### src/rtl/spv_pkg.sv
package spv_pkg;
   localparam int unsigned SPV_MAX_MOD = 63;

   function automatic int unsigned spv_cnt_w(input int unsigned n);
      return (n < 1) ? 1 : $clog2(n + 1);
   endfunction
endpackage

### src/rtl/spv_tally.sv
module spv_tally #(
   parameter int unsigned N_MOD = 5,
   parameter int unsigned CW    = spv_pkg::spv_cnt_w(N_MOD)
) (
   input  logic [N_MOD-1:0] bits_i,
   input  logic [N_MOD-1:0] active_i,
   output logic [CW-1:0]    ones_o,
   output logic [CW-1:0]    act_o
);
   logic [N_MOD-1:0] weighted;

   generate
      for (genvar g = 0; g < N_MOD; g++) begin : g_wt
         assign weighted[g] = bits_i[g] & active_i[g];
      end
   endgenerate

   always_comb begin
      ones_o = '0;
      act_o  = '0;
      for (int i = 0; i < N_MOD; i++) begin
         ones_o = ones_o + CW'(weighted[i]);
         act_o  = act_o + CW'(active_i[i]);
      end
   end
endmodule

### src/rtl/spv_decide.sv
module spv_decide #(
   parameter int unsigned N_MOD = 5,
   parameter int unsigned CW    = spv_pkg::spv_cnt_w(N_MOD)
) (
   input  logic [CW-1:0] ones_i,
   input  logic [CW-1:0] act_i,
   output logic          vote_o,
   output logic          tie_o
);
   localparam int unsigned TW = CW + 1;

   logic [TW-1:0] thresh;
   logic [TW-1:0] half;

   always_comb begin
      half   = TW'(act_i >> 1);
      thresh = half + TW'(1);
      vote_o = (TW'(ones_i) >= thresh);
      tie_o  = (act_i != '0) && !act_i[0] && (TW'(ones_i) == half);
   end
endmodule

### src/rtl/spv_purge_bank.sv
module spv_purge_bank #(
   parameter int unsigned N_MOD = 5
) (
   input  logic             clk_i,
   input  logic             rst_i,
   input  logic             commit_i,
   input  logic             vote_i,
   input  logic [N_MOD-1:0] bits_i,
   output logic [N_MOD-1:0] purged_o
);
   generate
      for (genvar g = 0; g < N_MOD; g++) begin : g_cell
         logic dissent;
         assign dissent = commit_i && !purged_o[g] && (bits_i[g] != vote_i);
         always_ff @(posedge clk_i) begin
            if (rst_i)
               purged_o[g] <= 1'b0;
            else if (dissent)
               purged_o[g] <= 1'b1;
         end
      end
   endgenerate
endmodule

### src/rtl/spv_voter.sv
module spv_voter #(
   parameter int unsigned N_MOD = 5
) (
   input  logic             clk_i,
   input  logic             rst_i,
   input  logic             valid_i,
   input  logic [N_MOD-1:0] mod_bits_i,
   output logic             voted_o,
   output logic [N_MOD-1:0] purge_mask_o,
   output logic             tie_o
);
   localparam int unsigned CW = spv_pkg::spv_cnt_w(N_MOD);

   generate
      if (N_MOD < 1 || N_MOD > spv_pkg::SPV_MAX_MOD) begin : g_bad_n
         $error("spv_voter: N_MOD out of range");
      end
   endgenerate

   logic [N_MOD-1:0] active;
   logic [CW-1:0]    ones_cnt;
   logic [CW-1:0]    act_cnt;
   logic             vote_now;
   logic             tie_now;
   logic             commit;

   assign active = ~purge_mask_o;

   spv_tally #(.N_MOD(N_MOD), .CW(CW)) u_tally (
      .bits_i   (mod_bits_i),
      .active_i (active),
      .ones_o   (ones_cnt),
      .act_o    (act_cnt)
   );

   spv_decide #(.N_MOD(N_MOD), .CW(CW)) u_decide (
      .ones_i (ones_cnt),
      .act_i  (act_cnt),
      .vote_o (vote_now),
      .tie_o  (tie_now)
   );

   assign commit = valid_i && !tie_now;

   generate
      if (N_MOD == 1) begin : g_single
         assign purge_mask_o = '0;
      end else begin : g_bank
         spv_purge_bank #(.N_MOD(N_MOD)) u_bank (
            .clk_i    (clk_i),
            .rst_i    (rst_i),
            .commit_i (commit),
            .vote_i   (vote_now),
            .bits_i   (mod_bits_i),
            .purged_o (purge_mask_o)
         );
      end
   endgenerate

   always_ff @(posedge clk_i) begin
      if (rst_i) begin
         voted_o <= 1'b0;
         tie_o   <= 1'b0;
      end else if (valid_i) begin
         tie_o <= tie_now;
         if (!tie_now)
            voted_o <= vote_now;
      end
   end
endmodule

### config.mk
export PLATFORM = sky130hd
export DESIGN_NAME = spv_voter
export DESIGN_NICKNAME = d
export VERILOG_FILES = /design/src/rtl/spv_pkg.sv /design/src/rtl/spv_tally.sv /design/src/rtl/spv_decide.sv /design/src/rtl/spv_purge_bank.sv /design/src/rtl/spv_voter.sv
export SDC_FILE = /design/constraint.sdc
export NUM_CORES = 1
export LEC_CHECK = 0
export CAP_MARGIN = 20
export CORE_AREA = 2 2 39 41
export CTS_BUF_LIST = sky130_fd_sc_hd__clkbuf_16
export CTS_CLUSTER_SIZE = 8
export DETAILED_ROUTE_END_ITERATION = 10
export DIE_AREA = 0 0 41 43
export PLACE_DENSITY = 0.72
export SLEW_MARGIN = 25
export SYNTH_ARGS = -nofsm -noshare
export SYNTH_HDL_FRONTEND = slang
export SYNTH_SLANG_ARGS = --single-unit
### constraint.sdc
create_clock -name clk_i -period 4.15 [get_ports clk_i]
set_clock_uncertainty 0.05 [all_clocks]
set_input_delay 0.415 -clock clk_i [delete_from_list [all_inputs] [get_ports clk_i]]
set_output_delay 0.415 -clock clk_i [all_outputs]
set_load 0.02 [all_outputs]
# == After elaboration in Yosys (flattened, before gate mapping) ==
# Cells that the tools add are included.
# op_classes
shifts,0
n_lt_le_gt_ge,1
n_addsub,9
reduce_logical,22
mux,0
bitwise,7
div_mod_pow,0
n_eq_ne,6
n_mul,0
# op_table
op,n
3-bit by 1-bit adder with 3-bit output,6
1-bit logical AND,13
1-bit zero test,7
1-bit AND,5
1-bit != test,5
5-bit inverter,1
1-bit by 1-bit adder with 2-bit output,2
3-bit by 4-bit >= comparator with 1-bit output,1
"2-bit by 1-bit adder with 3-bit output, second input constant",1
3-bit by 2-bit == test with 1-bit output,1
3-bit nonzero test,1
2-bit AND reduction,1
1-bit inverter,1
# word_totals
output_inout_bits,7
latch_bits,0
mem_bits_ro,0
ff_bits,7
input_bits,8
mem_bits_rw,0
mem_count,0
wordCells,52

# == Longest topological paths before layout ==
# depth
word_depth,12
depth_mapped,12

# == Cells and area by module ==
# From an unflattened synthesis, not the netlist that was laid out.
# unflattened
cells_unflattened,64
hier_area_um2,580.6
# by_module_without_submodules
module,n_inst,cells_per_inst,area_per_inst_um2
spv_purge_bank,1,22,219.0
spv_tally,1,13,136.4
spv_decide,1,16,116.4
spv_voter,1,13,108.9

# == Worst setup path after synthesis ==
# Ideal clock, no wire load.
# synth_timing
kind,register to register
from,register g_bank.u_bank.purged_o[0]
to,register g_bank.u_bank.purged_o[4]
setup_time_ps,125
required_time_ps,3975
t_arrival_ps,3032
path_slack_ps,943
path_stages_with_launch,13
period_less_slack_ps,3207
path_buffers,0
path_cell_list,dfxtp_1 > inv_1 > ha_1 > fa_1 > ha_1 > fa_1 > ha_1 > inv_1 > ha_1 > nand2_1 > o21ai_2 > xnor2_1 > o22ai_1
# synth_via
elab_chain_cells,12
# synth_lines
item,line,text
from (decl),spv_purge_bank.sv:9,output logic [N_MOD-1:0] purged_o
"from (signal, indexed assignment)",spv_purge_bank.sv:17,purged_o[g] <= 1'b0;
"from (signal, indexed assignment)",spv_purge_bank.sv:19,purged_o[g] <= 1'b1;
5-bit inverter (*),spv_voter.sv:27,assign active = ~purge_mask_o;
branches (longest 10 deep; another with 3-bit by 4-bit >= comparator with 1-bit output),-,
1-bit logical AND (*),spv_purge_bank.sv:14,assign dissent = commit_i && !purged_o[g] && (bits_i[g] != vote_i);
# Every way passes the cells marked *.
# A chain may end at the register's enable or synchronous reset.

# == Final worst setup path ==
# layout_timing
from,input port mod_bits_i[0]
to,register g_bank.u_bank.purged_o[2]
# layout_via
elab_chain_cells,11
# layout_lines
item,line,text
from (decl),spv_voter.sv:7,"input logic [N_MOD-1:0] mod_bits_i,"
1-bit AND (*),spv_tally.sv:14,assign weighted[g] = bits_i[g] & active_i[g];
1-bit by 1-bit adder with 2-bit output (*),spv_tally.sv:22,ones_o = ones_o + CW'(weighted[i]);
3-bit by 1-bit adder with 3-bit output (*) (3 in a row),spv_tally.sv:22,
branches (longest 5 deep; another with 3-bit by 4-bit >= comparator with 1-bit output),-,
1-bit logical AND (*),spv_purge_bank.sv:14,
# Marks and branches as above.

==> impl_metrics.py <==
metrics = {
    "clock_network": {
        "cts_resized": 0,
        "cts_made_buffers": 3,
        "clk_latency_ns": 0.23,
        "clkSinkCount": 7,
        "cts_tree": "yes",
        "hold_buffers": 0,
        "ctsLongestPathBuffers": 2,
        "cts.clk_slew.worst_paths_ns": 0.04,
        "post_cts_buffers": 0,
        "htreeDepth": 1,
        "cts_root_buf": "clkbuf_16",
    },
    "routing": {
        "dr.pass1.iters": 2,
        "via_per_inst": 5.03,
        "post_drt_wl_per_cell_um": 12.1,
        "num_vias": 458,
        "drt-initial-drc-count": 3,
        "drt_wl_total_mm": 1.10,
        "drc": 0,
        "ant_nets": 0,
    },
    "setup_path": {
        "worstPathRequired_ns": 4.21,
        "rr_startpoint": "g_bank.u_bank.purged_o[0]",
        "critical_path.top_delay_family": "adder cells",
        "max_stage_delay_ns": 0.48,
        "crit_path_cell_trace": "clkdlybuf4s50_1 -> nor2b_1 -> ha_1 -> fa_1 -> ha_1 -> fa_1 -> ha_1 -> nand2_1 -> o21ai_2 -> xnor2_1 -> o22ai_1",
        "crit_type": "primary input to flip-flop",
        "crit_path_start_kind": "primary input",
        "path_common_cell": "ha_1",
        "reg2reg_depth": 12,
        "path_max_fanout": 6,
        "rrSetupSlack_ns": 0.88,
        "cp-end-kind": "flip-flop",
        "crit_arrival_ns": 3.45,
        "worst-path-buf-inv": 1,
        "regToRegEndpoint": "g_bank.u_bank.purged_o[2]",
        "slowest_stage": "clkdlybuf4s50_1",
    },
    "timing": {
        "fin_worst_hold_slack_ns": 0.436,
        "finalSetupViolCount": 0,
        "period_share_pct": 81.7,
        "tns_ns": 0,
        "hold_viol_final": 0,
        "slew_headroom_pct": 73.6,
        "finalMaxSlewViolations": 0,
        "fin_crit_ns": 3.39,
        "rsz0062_at_grt": "false",
        "fmax_ghz": 0.295,
        "tightest_slew_ns": 0.396,
    },
    "placement": {
        "hpwl_um": 915,
        "gp_congestion": 0.694,
        "io_buffers": 14,
    },
    "floorplanning": {
        "io_pins": 15,
        "start_util_pct": 41.4,
        "fp.dieH_um": 43,
        "placementRows": 14,
        "fp.dieW_um": 41,
        "die-area_sq_um": 1760,
        "coreArea_sq_um": 1380,
    },
    "grt": {
        "grt_usage_pct": 16.4,
        "antenna_found_initial": 0,
        "grt_max_degree": 9,
        "grt_pass1_vias": 491,
        "grt_pass1_wl_mm": 1.91,
        "grt-ovfl-total": 0,
    },
    "cells_and_area": {
        "drive_above_1_share_pct": 10.7,
        "fin_nets": 96,
        "antenna_cells": 0,
        "syn_to_final_growth_pct": 41.0,
        "fillers": 127,
    },
    "synth": {
        "syn_area_per_cell_sq_um": 9.88,
        "synth_cells": 58,
        "synth_seq_cells": 7,
        "syn_nets": 78,
        "ys_seq_area_share_pct": 24.5,
        "yosysUniqueCellTypes": 18,
        "synth_warnings": 0,
        "synth_area_sq_um": 573,
    },
    "min_path": {
        "hp-start": "tie_o",
        "whs_endpoint": "tie_o",
        "min_path_type": "flip-flop to flip-flop",
        "holdPathStages": 2,
    },
    "job": {
        "cap_violations": 0,
    },
    "outcome": {
        "status": "complete, no violations",
    },
}
-- per-stage QoR --
| stage | utilization [%] | cell area [sq um] | cells | worst slack, ns |
|---|---|---|---|---|
| finish | 58.4 | 808 | 91 | 0.758 |
| global route | 58.4 | 808 | 91 | 0.576 |
| CTS | 58.4 | 808 | 91 | 0.726 |
| detailed placement | 52.7 | 729 | 87 | 0.488 |
| global placement | 52.7 | 729 | 87 | 0.522 |
| floorplan | - | 573 | 58 | 0.943 |
-- worst min-delay path, cell delays in order, from the launching register on --
cell	delay, ns
dfxtp_1	0.32
mux2i_1	0.06
nor2_1	0.07
-- layer usage --
| layer | GRT usage, % | wire length, um |
|---|---|---|
| met4 | 12.0 | 39 |
| met1 | 19.5 | 493 |
| met5 | 0 | 0 |
| met2 | 24.7 | 524 |
| met3 | 3.14 | 45 |
-- placed cells by master (no fill, tap or decap) --
cell / count
mux2i_1: 2
nor2b_1: 6
a2111oi_2: 1
o31a_1: 1
a21oi_1: 1
clkbuf_16: 3
xnor2_1: 5
o21ai_2: 1
dfxtp_1: 7
or3b_4: 1
o22ai_1: 5
fa_1: 4
nor2_1: 2
clkdlybuf4s50_1: 14
inv_1: 10
a31oi_2: 1
or2_2: 1
ha_1: 8
nand2_1: 2
-- logic make-up after synthesis --
kind of cell	after synthesis	share of synthesized area (%)
xor+xnor	5	7.64
compound gates	10	14.2
fa+ha+maj	12	31.4
simple gates	12	12.2
buf+inv	10	6.55
flops	7	24.5
mux	2	3.49
-- state kept, by name (all words and copies together), names as in the netlist --
signal and count:
tie_o 1, voted_o 1, g_bank.u_bank.purged_o 5
-- synthesized netlist by cell type (all sizes together) --
master | instances | share of area [%]
nor2b | 6 | 6.6
xnor2 | 5 | 7.6
fa | 4 | 14
o31a | 1 | 1.5
dfxtp | 7 | 24
nor2 | 2 | 1.3
a31oi | 1 | 2.2
clkbuf | 1 | 0.65
o21ai | 1 | 1.5
or3b | 1 | 2.0
ha | 8 | 17
o22ai | 5 | 5.5
a21oi | 1 | 0.87
mux2i | 2 | 3.5
inv | 9 | 5.9
or2 | 1 | 1.1
a2111oi | 1 | 2.6
nand2 | 2 | 1.3
-- layout make-up --
type / count / area [sq um] / share of cell area, %
inverters: 9 / 33.8 / 4.18
flip-flops and latches: 7 / 140 / 17.3
clock buffers: 3 / 75.1 / 9.29
clock inverters: 1 / 3.75 / 0.464
well taps: 16 / 20.0 / 2.48
multi-input cells: 41 / 395 / 48.9
repair buffers: 14 / 140 / 17.3
-- worst max-delay path by stage --
stage                                    startpoint                   endpoint  depth (start not counted)
after floorplan           g_bank.u_bank.purged_o[0]  g_bank.u_bank.purged_o[4]                         12
after global placement                mod_bits_i[0]  g_bank.u_bank.purged_o[4]                         11
after detailed placement              mod_bits_i[0]  g_bank.u_bank.purged_o[4]                         11
after CTS                             mod_bits_i[0]  g_bank.u_bank.purged_o[4]                         11
after global routing                  mod_bits_i[0]  g_bank.u_bank.purged_o[4]                         11
final                                 mod_bits_i[0]  g_bank.u_bank.purged_o[2]                         11
Power is left out: the tool's default activity adds up to more than one toggle a clock period on the data nets, which glitch-free logic cannot reach.
